--- config.mk ---
export PLATFORM = sky130hd
export DESIGN_NAME = can_cmd_proc
export DESIGN_NICKNAME = d
export VERILOG_FILES = /design/src/rtl/can_cmd_pkg.sv /design/src/rtl/can_cmd_decode.sv /design/src/rtl/can_tx_arb.sv /design/src/rtl/can_tx_ctrl.sv /design/src/rtl/can_rx_status.sv /design/src/rtl/can_cmd_proc.sv
export SDC_FILE = /design/constraint.sdc
export NUM_CORES = 1
export LEC_CHECK = 0
export BUFFER_PORTS_ARGS = -buffer_cell sky130_fd_sc_hd__buf_2
export CORE_MARGIN = 3
export CORE_UTILIZATION = 47
export DETAILED_ROUTE_END_ITERATION = 16
export HOLD_SLACK_MARGIN = 0.08
export PLACE_DENSITY = 0.81
export RECOVER_POWER = 50
export SKIP_CTS_REPAIR_TIMING = 1
export SYNTH_ARGS = -nofsm -noshare
export SYNTH_HDL_FRONTEND = slang
export SYNTH_SLANG_ARGS = --single-unit
--- constraint.sdc ---
create_clock -name clk_i -period 1.68 [get_ports clk_i]
set_input_delay 0.336 -clock clk_i [delete_from_list [all_inputs] [get_ports clk_i]]
set_output_delay 0.336 -clock clk_i [all_outputs]
set_load 0.05 [all_outputs]
--- src/rtl/can_cmd_pkg.sv ---
package can_cmd_pkg;
  localparam int CMD_W   = 5;
  localparam int CMD_TR  = 0;
  localparam int CMD_AT  = 1;
  localparam int CMD_RRB = 2;
  localparam int CMD_CDO = 3;
  localparam int CMD_SRR = 4;

  typedef struct packed {
    logic send;
    logic cancel;
    logic release_rx;
    logic clear_ovr;
    logic loopback;
  } cmd_t;

  typedef enum logic [1:0] {
    TX_IDLE = 2'd0,
    TX_PEND = 2'd1,
    TX_ACT  = 2'd2
  } tx_state_e;

  typedef enum logic {
    ARB_INDEX = 1'b0,
    ARB_FIELD = 1'b1
  } arb_mode_e;
endpackage

--- src/rtl/can_cmd_decode.sv ---
module can_cmd_decode
  import can_cmd_pkg::*;
(
  input  logic             clk_i,
  input  logic             rst_ni,
  input  logic             we_i,
  input  logic [CMD_W-1:0] wdata_i,
  output logic             acc_o,
  output cmd_t             cmd_o
);
  logic gap_q;

  assign acc_o = we_i & ~gap_q;

  always_comb begin
    cmd_o            = '0;
    cmd_o.send       = acc_o & wdata_i[CMD_TR];
    cmd_o.cancel     = acc_o & wdata_i[CMD_AT];
    cmd_o.release_rx = acc_o & wdata_i[CMD_RRB];
    cmd_o.clear_ovr  = acc_o & wdata_i[CMD_CDO];
    cmd_o.loopback   = acc_o & wdata_i[CMD_SRR];
  end

  // one dead cycle after each accepted write
  always_ff @(posedge clk_i or negedge rst_ni) begin
    if (!rst_ni) gap_q <= 1'b0;
    else         gap_q <= acc_o;
  end

  a_r2_gap_cycle: assert property (@(posedge clk_i) disable iff (!rst_ni)
    acc_o |=> !acc_o);
  a_r2_write_after_idle: assert property (@(posedge clk_i) disable iff (!rst_ni)
    (!acc_o && we_i) |=> (!we_i || acc_o));
endmodule

--- src/rtl/can_tx_arb.sv ---
module can_tx_arb
  import can_cmd_pkg::*;
#(
  parameter int NUM_TXB = 3,
  parameter int PRIO_W  = 8,
  localparam int IDX_W  = (NUM_TXB > 1) ? $clog2(NUM_TXB) : 1
) (
  input  logic [NUM_TXB-1:0]        sel_i,
  input  logic [NUM_TXB*PRIO_W-1:0] prio_i,
  input  arb_mode_e                 mode_i,
  output logic                      valid_o,
  output logic [IDX_W-1:0]          idx_o
);
  logic [PRIO_W-1:0] prio_a [NUM_TXB];

  for (genvar g = 0; g < NUM_TXB; g++) begin : g_unpack
    assign prio_a[g] = prio_i[g*PRIO_W +: PRIO_W];
  end

  logic [PRIO_W-1:0] best;

  // strict compare keeps ties on the lower index
  always_comb begin
    valid_o = 1'b0;
    idx_o   = '0;
    best    = '1;
    for (int i = 0; i < NUM_TXB; i++) begin
      if (sel_i[i] && (!valid_o || (mode_i == ARB_FIELD && prio_a[i] < best))) begin
        valid_o = 1'b1;
        idx_o   = IDX_W'(i);
        best    = prio_a[i];
      end
    end
  end

  always_comb begin
    a_r5_valid_iff_sel: assert (valid_o == (sel_i != '0));
    if (valid_o) a_r3_pick_selected: assert (sel_i[idx_o]);
  end
endmodule

--- src/rtl/can_tx_ctrl.sv ---
module can_tx_ctrl
  import can_cmd_pkg::*;
#(
  parameter int NUM_TXB = 3,
  localparam int IDX_W  = (NUM_TXB > 1) ? $clog2(NUM_TXB) : 1
) (
  input  logic               clk_i,
  input  logic               rst_ni,
  input  logic               send_i,
  input  logic               loop_i,
  input  logic               cancel_i,
  input  logic [NUM_TXB-1:0] sel_i,
  input  logic               arb_valid_i,
  input  logic [IDX_W-1:0]   arb_idx_i,
  input  logic               eng_ready_i,
  input  logic               tx_done_i,
  output logic               tx_start_o,
  output logic [IDX_W-1:0]   tx_idx_o,
  output logic               tx_self_o,
  output logic               tx_busy_o,
  output logic               rx_en_o
);
  tx_state_e        state_q, state_d;
  logic [IDX_W-1:0] idx_q, idx_d;
  logic             self_q, self_d;
  logic             cancel_hit;

  assign cancel_hit = cancel_i && sel_i[idx_q];

  always_comb begin
    state_d = state_q;
    idx_d   = idx_q;
    self_d  = self_q;
    unique case (state_q)
      TX_IDLE: if ((send_i || loop_i) && arb_valid_i) begin
        state_d = TX_PEND;
        idx_d   = arb_idx_i;
        self_d  = loop_i;
      end
      TX_PEND: begin
        if (cancel_hit)       state_d = TX_IDLE;
        else if (eng_ready_i) state_d = TX_ACT;
      end
      TX_ACT:  if (tx_done_i) state_d = TX_IDLE;
      default: state_d = TX_IDLE;
    endcase
  end

  always_ff @(posedge clk_i or negedge rst_ni) begin
    if (!rst_ni) begin
      state_q <= TX_IDLE;
      idx_q   <= '0;
      self_q  <= 1'b0;
    end else begin
      state_q <= state_d;
      idx_q   <= idx_d;
      self_q  <= self_d;
    end
  end

  assign tx_start_o = (state_q == TX_PEND) && eng_ready_i && !cancel_hit;
  assign tx_idx_o   = idx_q;
  assign tx_busy_o  = (state_q != TX_IDLE);
  assign tx_self_o  = tx_busy_o && self_q;
  assign rx_en_o    = !((state_q == TX_ACT) && !self_q);

  a_r6_active_holds: assert property (@(posedge clk_i) disable iff (!rst_ni)
    (state_q == TX_ACT && !tx_done_i) |=> (state_q == TX_ACT));
  a_r5_idx_stable: assert property (@(posedge clk_i) disable iff (!rst_ni)
    tx_busy_o |=> (!tx_busy_o || $stable(tx_idx_o)));
  a_r8_plain_rx_off: assert property (@(posedge clk_i) disable iff (!rst_ni)
    (tx_start_o && !tx_self_o) |=> !rx_en_o);
  a_r8_loop_rx_on: assert property (@(posedge clk_i) disable iff (!rst_ni)
    (tx_start_o && tx_self_o) |=> rx_en_o);
  a_r7_cancel_no_start: assert property (@(posedge clk_i) disable iff (!rst_ni)
    (state_q == TX_PEND && cancel_i && sel_i[tx_idx_o]) |-> !tx_start_o ##1 !tx_busy_o);
endmodule

--- src/rtl/can_rx_status.sv ---
module can_rx_status #(
  parameter int RX_DEPTH = 2,
  localparam int CNT_W   = $clog2(RX_DEPTH + 1)
) (
  input  logic clk_i,
  input  logic rst_ni,
  input  logic rx_frame_i,
  input  logic release_i,
  input  logic clear_ovr_i,
  output logic rx_release_o,
  output logic rbs_o,
  output logic dor_o
);
  localparam logic [CNT_W-1:0] FULL = CNT_W'(RX_DEPTH);

  logic [CNT_W-1:0] cnt_q, cnt_d;
  logic             full, push, ovr;

  assign full         = (cnt_q == FULL);
  assign rx_release_o = release_i && (cnt_q != '0);
  assign push         = rx_frame_i && (!full || rx_release_o);
  assign ovr          = rx_frame_i && full && !rx_release_o;

  always_comb begin
    cnt_d = cnt_q;
    if (push && !rx_release_o)      cnt_d = cnt_q + 1'b1;
    else if (!push && rx_release_o) cnt_d = cnt_q - 1'b1;
  end

  always_ff @(posedge clk_i or negedge rst_ni) begin
    if (!rst_ni) begin
      cnt_q <= '0;
      dor_o <= 1'b0;
    end else begin
      cnt_q <= cnt_d;
      if (ovr)              dor_o <= 1'b1;
      else if (clear_ovr_i) dor_o <= 1'b0;
    end
  end

  assign rbs_o = (cnt_q != '0);

  a_r9_cnt_bound: assert property (@(posedge clk_i) disable iff (!rst_ni)
    cnt_q <= FULL);
  a_r9_empty_release: assert property (@(posedge clk_i) disable iff (!rst_ni)
    (release_i && !rbs_o) |-> !rx_release_o);
  a_r10_ovr_sets: assert property (@(posedge clk_i) disable iff (!rst_ni)
    (rx_frame_i && full && !release_i) |=> dor_o);
  a_r11_clear: assert property (@(posedge clk_i) disable iff (!rst_ni)
    (clear_ovr_i && !rx_frame_i) |=> !dor_o);
endmodule

--- src/rtl/can_cmd_proc.sv ---
module can_cmd_proc
  import can_cmd_pkg::*;
#(
  parameter int NUM_TXB  = 3,
  parameter int PRIO_W   = 8,
  parameter int RX_DEPTH = 2,
  localparam int IDX_W   = (NUM_TXB > 1) ? $clog2(NUM_TXB) : 1
) (
  input  logic                      clk_i,
  input  logic                      rst_ni,
  input  logic                      cmd_we_i,
  input  logic [CMD_W-1:0]          cmd_wdata_i,
  output logic [CMD_W-1:0]          cmd_rdata_o,
  input  logic [NUM_TXB-1:0]        tx_sel_i,
  input  logic [NUM_TXB*PRIO_W-1:0] tx_prio_i,
  input  logic                      prio_mode_i,
  input  logic                      eng_ready_i,
  input  logic                      tx_done_i,
  input  logic                      rx_frame_i,
  output logic                      tx_start_o,
  output logic [IDX_W-1:0]          tx_idx_o,
  output logic                      tx_self_o,
  output logic                      tx_busy_o,
  output logic                      rx_en_o,
  output logic                      rx_release_o,
  output logic                      rbs_o,
  output logic                      dor_o
);
  cmd_t             cmd;
  logic             cmd_acc;
  logic             arb_valid;
  logic [IDX_W-1:0] arb_idx;
  arb_mode_e        mode;

  assign cmd_rdata_o = '0;
  assign mode        = arb_mode_e'(prio_mode_i);

  can_cmd_decode u_dec (
    .clk_i   (clk_i),
    .rst_ni  (rst_ni),
    .we_i    (cmd_we_i),
    .wdata_i (cmd_wdata_i),
    .acc_o   (cmd_acc),
    .cmd_o   (cmd)
  );

  can_tx_arb #(.NUM_TXB(NUM_TXB), .PRIO_W(PRIO_W)) u_arb (
    .sel_i   (tx_sel_i),
    .prio_i  (tx_prio_i),
    .mode_i  (mode),
    .valid_o (arb_valid),
    .idx_o   (arb_idx)
  );

  can_tx_ctrl #(.NUM_TXB(NUM_TXB)) u_tx (
    .clk_i       (clk_i),
    .rst_ni      (rst_ni),
    .send_i      (cmd.send),
    .loop_i      (cmd.loopback),
    .cancel_i    (cmd.cancel),
    .sel_i       (tx_sel_i),
    .arb_valid_i (arb_valid),
    .arb_idx_i   (arb_idx),
    .eng_ready_i (eng_ready_i),
    .tx_done_i   (tx_done_i),
    .tx_start_o  (tx_start_o),
    .tx_idx_o    (tx_idx_o),
    .tx_self_o   (tx_self_o),
    .tx_busy_o   (tx_busy_o),
    .rx_en_o     (rx_en_o)
  );

  can_rx_status #(.RX_DEPTH(RX_DEPTH)) u_rx (
    .clk_i        (clk_i),
    .rst_ni       (rst_ni),
    .rx_frame_i   (rx_frame_i),
    .release_i    (cmd.release_rx),
    .clear_ovr_i  (cmd.clear_ovr),
    .rx_release_o (rx_release_o),
    .rbs_o        (rbs_o),
    .dor_o        (dor_o)
  );

  a_r1_idle_after_reset: assert property (@(posedge clk_i) disable iff (!rst_ni)
    (!tx_busy_o) |-> (rx_en_o && !tx_start_o));
  a_r2_gap_blocks_release: assert property (@(posedge clk_i) disable iff (!rst_ni)
    cmd_acc |=> !rx_release_o);
endmodule

==> results.py, run 1 <==
metrics = {
    "flow_run": {
        "max_cap_violations": 0,
    },
    "sta": {
        "whs_ns": 0.285,
        "report.final.setup_viol": 5,
        "period_needed_ns": 2.92,
        "timing_max_transition_violations_final": 0,
        "fmax_mhz": 343,
        "finalHoldViolCount": 0,
        "finalClockSkew_ns": 0.00463,
        "final_worst_path_period_share_pct": 174,
        "grt_setup_unrepaired": "true",
        "postLayoutSetupSlackWorst_ns": -1.24,
    },
    "logic_synthesis": {
        "post_synth_inst_count": 139,
        "synth_top_cell_by_area": "sky130_fd_sc_hd__dfrtp_1",
        "yosys_register_bits": 9,
        "synth_edf_count": 0,
        "asyncSetResetFlopFracSynth_pct": 100,
        "postSynth.topFlopCell": "sky130_fd_sc_hd__dfrtp_1",
        "synthesis.yosys.warnings": 0,
        "dominant_cell_by_count_in_the_synthesized_netlist": "sky130_fd_sc_hd__ha_1",
        "yosys-top-cells-area": "sky130_fd_sc_hd__dfrtp_1 20%, sky130_fd_sc_hd__ha_1 17%, sky130_fd_sc_hd__mux2_1 6.9%, sky130_fd_sc_hd__nor2b_1 5.0%, sky130_fd_sc_hd__inv_1 4.3%",
        "postSynthAreaPerCell_sq_um": 8.16,
        "syn-cell-area_sq_um": 1130,
        "yosys.cell_types.count": 40,
        "yosys-top-cells-count": "15 x sky130_fd_sc_hd__ha_1, 13 x sky130_fd_sc_hd__inv_1, 9 x sky130_fd_sc_hd__dfrtp_1, 9 x sky130_fd_sc_hd__nand2_1, 9 x sky130_fd_sc_hd__nor2b_1",
        "synth_top_area_share_pct": 19.8,
        "proportion_of_synthesized_chip_area_in_sequential_cells_pct": 19.8,
    },
    "floorplan": {
        "dieHeight_microns": 55.1,
        "design.core.area_sq_um": 2250,
        "die_x_microns": 55.1,
        "design.die.area_sq_um": 3040,
        "initial_core_util_pct": 50.3,
        "design.portCount": 53,
        "num_rows": 17,
    },
    "power_and_ir_drop": {
        "power.net_switching_uw": 832,
        "swShare_pct": 49.1,
        "combPwrFrac_pct": 67.3,
        "power.internal_uw": 861,
        "peakVddDrop_v": 0.000840,
        "share_clk_of_total_power_pct": 9.5,
        "power.density_nw_per_um2": 882,
        "total_leakage_power_uw": 0.000921,
        "seq_power_share_pct": 23.2,
    },
    "setup_path": {
        "worst-r2r-cell-count": 9,
        "arrival_time_worst_endpoint_ns": 3.11,
        "crit_path_max_fanout": 7,
        "timing.critical_path.to": "u_tx.tx_idx_o[1]$_DFFE_PN0P_",
        "setup.reg_to_reg.worst_slack_ns": -0.10,
        "crit_path_max_incr_delay_ns": 0.33,
        "critical_path.cell_chain": "clkbuf_16 -> nor2b_4 -> ha_2 -> nand4_1 -> nand2_1 -> o211ai_2 -> nand3_4 -> mux2_4 -> ha_1 -> a211oi_2 -> o21ai_2 -> buf_4 -> nor3_1 -> and4_1 -> a21bo_1",
        "timing.rr.start": "u_dec.gap_q$_DFF_PN0_",
        "crit_slowest_cell": "sky130_fd_sc_hd__ha_2",
        "crit_path_start_kind": "primary input",
        "crit_start": "tx_sel_i[0]",
        "critical_path_rt_ns": 1.87,
        "setup.worst_path.end_class": "flop",
        "worstReg2RegEnd": "u_rx.cnt_q[1]$_DFFE_PN0P_",
        "path_class": "in2reg",
    },
    "placed_design": {
        "routabilityCongestion": 0.791,
        "port_buffers": 47,
        "dp.final_hpwl_microns": 2780,
        "placed_cells": 228,
        "placement.cell_area_sq_um": 1610,
    },
    "drt": {
        "avgRoutedWirePerCell_microns": 16.9,
        "final_routed_drc_violation_total": 0,
        "drt-vias-per-instance": 5.63,
        "ant_nets": 0,
        "routed_wl_microns": 4040,
        "first_iter_violations": 17,
        "detail_route.first_pass.iterations": 5,
        "detailroute.via_count": 1346,
    },
    "layout": {
        "n_antenna_cell": 0,
        "fraction_of_final_layout_cells_with_drive_strength_greater_than_1_pct": 57.3,
        "final.fill_count": 123,
        "layout.nets": 266,
        "area_growth_pct": 69.1,
        "final_core_utilization_pct": 85.1,
        "layout.cell_area.non_filler_sq_um": 1920,
        "post_layout_nonfiller_instances": 239,
    },
    "global_route": {
        "largest_net_degree_at_the_start_of_global_routing": 10,
        "grt_pass1_wl_microns": 4920,
        "antenna_found_initial": 0,
        "grt.overflow.total": 0,
        "vias_in_the_first_global_route": 1190,
        "grtUsageTotal_pct": 22.6,
    },
    "clocking": {
        "ctsLongestPathBuffers": 2,
        "clk_pin_slew_ns": 0.06,
        "tritoncts": "yes",
        "numCtsBuffers": 3,
        "cts_root_buffer": "sky130_fd_sc_hd__clkbuf_4",
        "numClockSinks": 9,
        "cts-htree-levels": 1,
        "clock_insertion_delay_worst_skew_ns": 0.25,
    },
    "run_status": {
        "outcome": "complete, but fails checks",
        "failed_checks": "setup timing",
    },
    "worst_hold_path": {
        "timing.hold.worst.class": "in2reg",
    },
}
## critical path, delay by kind of cell
family                     cells  cell delay (ns)
AOI/OAI and AO/OA              4             0.60
adders and majority gates      2             0.53
buffers and inverters          2             0.29
muxes                          1             0.32
and+or+nand+nor                6             1.04
## flip-flops by register name (all words and copies together) (netlist names)
name and cells:
u_tx.tx_idx_o 2, u_rx.dor_o 1, u_rx.cnt_q 2, u_tx.self_q 1, u_dec.gap_q 1, u_tx.state_q 2
## layer usage
layer | vias to the layer above | share of wire [%] | track usage [%]
met1 | 625 | 36 | 25.6
met2 | 78 | 54 | 41.7
met4 | 0 | 4.3 | 12.6
met3 | 16 | 6.1 | 1.07
met5 | - | 0 | 0
li1 | 627 | - | -
## cells by family (layout without fill, tap and decap cells)
group / count (synthesis) / after routing / synth area share, %
simple gates: 54 / 54 / 28.4
compound gates: 29 / 29 / 17.0
flops: 9 / 9 / 19.8
mux: 7 / 7 / 6.95
buf+inv: 21 / 89 / 8.60
other cells: 1 / 5 / 0.330
fa+ha+maj: 15 / 15 / 16.5
xor+xnor: 3 / 3 / 2.32
## final cells by class
| type | count | area, sq um | area share (%) |
|---|---|---|---|
| clock buffers | 4 | 26.3 | 1.37 |
| multi-input cells | 113 | 1100 | 57.3 |
| flip-flops and latches | 9 | 228 | 11.9 |
| well taps | 28 | 35.0 | 1.83 |
| repair buffers | 72 | 482 | 25.1 |
| inverters | 13 | 48.8 | 2.54 |
## worst min path at each step
stage	startpoint	to	slack, ns	cells after the start
2_1_floorplan	rst_ni	u_dec.gap_q$_DFF_PN0_	0.04	0
3_3_place_gp	rst_ni	u_tx.state_q[1]$_DFFE_PN0P_	0.19	1
3_5_place_dp	rst_ni	u_tx.state_q[1]$_DFFE_PN0P_	0.19	1
4_1_cts	rst_ni	u_tx.state_q[1]$_DFFE_PN0P_	-0.08	1
5_1_grt	eng_ready_i	u_tx.state_q[0]$_DFFE_PN0P_	0.28	2
6_report	eng_ready_i	u_tx.state_q[0]$_DFFE_PN0P_	0.28	2
## cells in the final DEF (no fill, tap or decap), drive strengths merged
master / instances
inv: 13
and2: 3
nand2: 9
ha: 15
nand2b: 3
xnor2: 1
or2: 4
dfrtp: 9
nand3: 5
and2b: 1
a2111oi: 1
a21oi: 7
or3b: 1
a21bo: 1
mux2: 7
nor3: 5
o21bai: 1
clkbuf: 8
a211oi: 2
nand4: 3
a32o: 1
and4: 1
buf: 67
nor2b: 9
xor2: 2
nor3b: 1
o211ai: 3
o21ai: 8
o22ai: 1
dlygate4sd3: 1
conb: 5
a2bb2oi: 1
a41oi: 1
nand3b: 2
nor2: 5
and3: 1
nor4b: 1
o31ai: 2
## power by group through the flow
stage                     clock network, uW  logic [uW]  registers (uW)
after CTS                               163         945             383
after global placement                    0         906             376
after global routing                    178        1220             409
after floorplan                           0         558             495
final                                   160        1140             393
after detailed placement                  0         940             384
## metrics by stage
step	setup TNS, ns	worst slack [ns]	total power [uW]
floorplan	-2.62	-1.32	1050
global placement	-3.00	-1.42	1280
detailed placement	-3.37	-1.53	1320
CTS	-2.84	-1.27	1490
global route	-3.78	-1.34	1810
finish	-3.04	-1.24	1690
No activity file was read; power rests on OpenSTA's default activity.
==> run 2: changes to the inputs <==
- BUFFER_PORTS_ARGS: -buffer_cell sky130_fd_sc_hd__buf_2 -> unset
- CORE_UTILIZATION: 47 -> 63
- DONT_BUFFER_PORTS: unset -> 1
- GPL_TIMING_DRIVEN: unset -> 0
- PLACE_DENSITY: 0.81 -> 0.79
==> results.py, run 2 <==
metrics = {
    "floorplan": {
        "dieHeight_microns": 48.4,
        "initial_core_util_pct": 71.2,
        "num_rows": 14,
        "design.portCount": 53,
        "die_x_microns": 48.4,
    },
    "logic_synthesis": {
        "yosys.cell_types.count": 40,
        "syn-cell-area_sq_um": 1130,
        "synth_edf_count": 0,
        "postSynthAreaPerCell_sq_um": 8.16,
        "proportion_of_synthesized_chip_area_in_sequential_cells_pct": 19.8,
        "synth_top_cell_by_area": "sky130_fd_sc_hd__dfrtp_1",
        "yosys-top-cells-count": "15 x sky130_fd_sc_hd__ha_1, 13 x sky130_fd_sc_hd__inv_1, 9 x sky130_fd_sc_hd__dfrtp_1, 9 x sky130_fd_sc_hd__nand2_1, 9 x sky130_fd_sc_hd__nor2b_1",
        "yosys_register_bits": 9,
        "post_synth_inst_count": 139,
        "asyncSetResetFlopFracSynth_pct": 100,
        "yosys-top-cells-area": "sky130_fd_sc_hd__dfrtp_1 20%, sky130_fd_sc_hd__ha_1 17%, sky130_fd_sc_hd__mux2_1 6.9%, sky130_fd_sc_hd__nor2b_1 5.0%, sky130_fd_sc_hd__inv_1 4.3%",
        "synthesis.yosys.warnings": 0,
        "synth_top_area_share_pct": 19.8,
        "postSynth.topFlopCell": "sky130_fd_sc_hd__dfrtp_1",
        "dominant_cell_by_count_in_the_synthesized_netlist": "sky130_fd_sc_hd__ha_1",
    },
    "placed_design": {
        "port_buffers": 0,
        "dp.final_hpwl_microns": 2110,
        "dp_worst_setup_slack_ns": -1.63,
        "routabilityCongestion": 0.818,
    },
    "clocking": {
        "cts_root_buffer": "sky130_fd_sc_hd__clkbuf_4",
        "numCtsBuffers": 3,
        "cts-htree-levels": 1,
        "ctsLongestPathBuffers": 2,
        "numClockSinks": 9,
    },
    "run_status": {
        "outcome": "stopped before the end",
        "error_line": "[ERROR DPL-0038] Utilization greater than 100%, impossible to legalize",
        "failing_step": "global routing",
    },
    "sta": {
        "postGrtWorstEndpoint": "u_tx.tx_idx_o[0]$_DFFE_PN0P_/D",
        "worst_endpoint_kind": "register data pin",
    },
    "global_route": {
        "largest_net_degree_at_the_start_of_global_routing": 11,
    },
}
==> run 2: cell counts after synthesis <==
No cell type changed its count.
==> run 2: cell families after synthesis <==
logic type | synth area share (%)
simple gates | 28.4
compound gates | 17.0
buf+inv | 8.60
fa+ha+maj | 16.5
flops | 19.8
mux | 6.95
xor+xnor | 2.32
other cells | 0.330
==> run 2: per-stage QoR <==
stage	hold slack, ns	cells	util [%]	setup TNS, ns	instance area, sq um
2_1_floorplan	0.0404	143	-	-2.62	1260
3_3_place_gp	0.0406	167	81.1	-3.26	1290
3_5_place_dp	0.0406	167	81.1	-3.52	1290
4_1_cts	-0.241	171	82.7	-3.89	1320
==> run 3: changes to the inputs <==
- CORE_AREA: unset -> 3 3 64 66
- CORE_MARGIN: 3 -> unset
- CORE_UTILIZATION: 63 -> unset
- DIE_AREA: unset -> 0 0 67 69
- HOLD_SLACK_MARGIN: 0.08 -> unset
- PLACE_DENSITY: 0.79 -> unset
- PLACE_DENSITY_LB_ADDON: unset -> 0.15
==> results.py, run 3 (same netlist as run 1, synthesis figures left out) <==
metrics = {
    "setup_path": {
        "arrival_time_worst_endpoint_ns": 2.97,
        "path_class": "in2reg",
        "worstReg2RegEnd": "u_tx.state_q[1]$_DFFE_PN0P_",
        "critical_path_rt_ns": 1.79,
        "worst-r2r-cell-count": 5,
        "crit_start": "tx_sel_i[0]",
        "timing.rr.start": "u_tx.tx_idx_o[0]$_DFFE_PN0P_",
        "setup.reg_to_reg.worst_slack_ns": -0.18,
        "crit_path_max_fanout": 10,
        "crit_path_start_kind": "primary input",
        "setup.worst_path.end_class": "flop",
    },
    "sta": {
        "period_needed_ns": 2.86,
        "fin_tns_setup_ns": -3.03,
        "worstMarginPinSlew_ns": 0.581,
        "whs_ns": 0.215,
        "finalHoldViolCount": 0,
        "timing_max_transition_violations_final": 0,
        "postLayoutSetupSlackWorst_ns": -1.18,
        "grt_setup_unrepaired": "true",
        "fmax_mhz": 349,
        "report.final.setup_viol": 5,
        "finalClockSkew_ns": 0.000813,
        "final_worst_path_period_share_pct": 170,
        "worst_slew_margin_rel_pct": 61.3,
    },
    "power_and_ir_drop": {
        "total_leakage_power_uw": 0.000698,
        "peakVddDrop_v": 0.000400,
        "fin_total_pwr_uw": 1550,
        "swShare_pct": 46.6,
        "seq_power_share_pct": 33.0,
        "power.density_nw_per_um2": 961,
        "share_clk_of_total_power_pct": 15.9,
        "power.internal_uw": 828,
        "combPwrFrac_pct": 51.1,
        "power.net_switching_uw": 721,
    },
    "global_route": {
        "grtUsageTotal_pct": 11.7,
        "vias_in_the_first_global_route": 986,
        "grt_pass1_wl_microns": 4240,
        "antenna_found_initial": 0,
        "grt.overflow.total": 0,
        "largest_net_degree_at_the_start_of_global_routing": 11,
    },
    "worst_hold_path": {
        "hold_depth": 1,
        "timing.hold.worst.class": "in2reg",
        "worstHoldStart": "eng_ready_i",
        "whs_endpoint": "u_tx.state_q[0]$_DFFE_PN0P_",
    },
    "run_status": {
        "outcome": "complete, but fails checks",
        "failed_checks": "setup timing",
    },
    "layout": {
        "n_antenna_cell": 0,
        "final.fill_count": 354,
        "mostFrequentLayoutCells": "14 x sky130_fd_sc_hd__buf_4, 12 x sky130_fd_sc_hd__inv_1, 9 x sky130_fd_sc_hd__dfrtp_1",
        "fraction_of_final_layout_cells_with_drive_strength_greater_than_1_pct": 38.6,
        "final_common_cell": "sky130_fd_sc_hd__buf_4",
        "final_core_utilization_pct": 44.4,
        "layout.nets": 213,
        "area_growth_pct": 42.1,
    },
    "floorplan": {
        "dieHeight_microns": 69,
        "design.portCount": 53,
        "initial_core_util_pct": 31.2,
        "die_x_microns": 67,
        "design.core.area_sq_um": 3630,
        "num_rows": 22,
        "design.die.area_sq_um": 4620,
    },
    "placed_design": {
        "dp.final_hpwl_microns": 2320,
        "routabilityCongestion": 0.755,
        "port_buffers": 0,
    },
    "drt": {
        "first_iter_violations": 20,
        "avgRoutedWirePerCell_microns": 13.3,
        "detail_route.first_pass.iterations": 3,
        "ant_nets": 0,
        "detailroute.via_count": 1023,
        "final_routed_drc_violation_total": 0,
        "routed_wl_microns": 2750,
        "drt-vias-per-instance": 4.97,
    },
    "clocking": {
        "numCtsBuffers": 3,
        "tritoncts": "yes",
        "cts_root_buffer": "sky130_fd_sc_hd__clkbuf_8",
        "numClockSinks": 9,
        "clock_insertion_delay_worst_skew_ns": 0.23,
        "cts-htree-levels": 1,
        "ctsLongestPathBuffers": 2,
        "clk_pin_slew_ns": 0.04,
    },
    "flow_run": {
        "max_cap_violations": 0,
    },
}
## run 3: final cells by class
type	instances	area, sq um	share of cell area [%]
timing repair buffer	11	88.8	5.51
tap	48	60.1	3.72
clock buffer	4	45.0	2.79
sequential	9	225	14.0
inverter	13	52.6	3.26
buffer	8	65.1	4.03
multi-input combinational	113	1080	66.7
## run 3: layer usage
metal  up-vias  global-route usage [%]  share of wire (%)
met3         4                    2.77                7.9
met1       459                    13.3                 41
li1        524                       -                  -
met4         0                    4.73               0.91
met2        36                    20.2                 51
met5         -                       0                  0
## run 3: worst max-delay path, stage by stage
cell and delay (ns):
sky130_fd_sc_hd__buf_12 0.10, sky130_fd_sc_hd__nor2b_4 0.17, sky130_fd_sc_hd__ha_4 0.20, sky130_fd_sc_hd__o211ai_1 0.22, sky130_fd_sc_hd__a21oi_2 0.08, sky130_fd_sc_hd__o211ai_4 0.21
sky130_fd_sc_hd__nand3_4 0.17, sky130_fd_sc_hd__mux2_4 0.36, sky130_fd_sc_hd__ha_4 0.22, sky130_fd_sc_hd__a211oi_2 0.24, sky130_fd_sc_hd__o21ai_2 0.12, sky130_fd_sc_hd__a2111oi_2 0.27
sky130_fd_sc_hd__and3_1 0.21, sky130_fd_sc_hd__o31ai_2 0.06
## run 3: worst max path at each step
stage	end	depth (start not counted)
finish	u_tx.tx_idx_o[0]$_DFFE_PN0P_	14
global route	u_tx.tx_idx_o[0]$_DFFE_PN0P_	14
CTS	u_tx.tx_idx_o[0]$_DFFE_PN0P_	14
detailed placement	u_tx.tx_idx_o[0]$_DFFE_PN0P_	14
global placement	u_tx.tx_idx_o[0]$_DFFE_PN0P_	14
floorplan	u_tx.tx_idx_o[0]$_DFFE_PN0P_	14
## run 3: power by group through the flow
stage	clock network, uW	logic, uW	registers [uW]
4_1_cts	257	630	518
3_3_place_gp	0	618	515
2_1_floorplan	0	558	495
3_5_place_dp	0	627	522
5_1_grt	269	865	531
6_report	246	792	512
## run 3: per-stage QoR
| step | instance area (sq um) | setup WS (ns) | instances |
|---|---|---|---|
| finish | 1610 | -1.18 | 206 |
| floorplan | 1260 | -1.32 | 143 |
| global placement | 1320 | -1.59 | 191 |
| global route | 1610 | -1.33 | 206 |
| CTS | 1370 | -1.42 | 195 |
| detailed placement | 1320 | -1.64 | 191 |
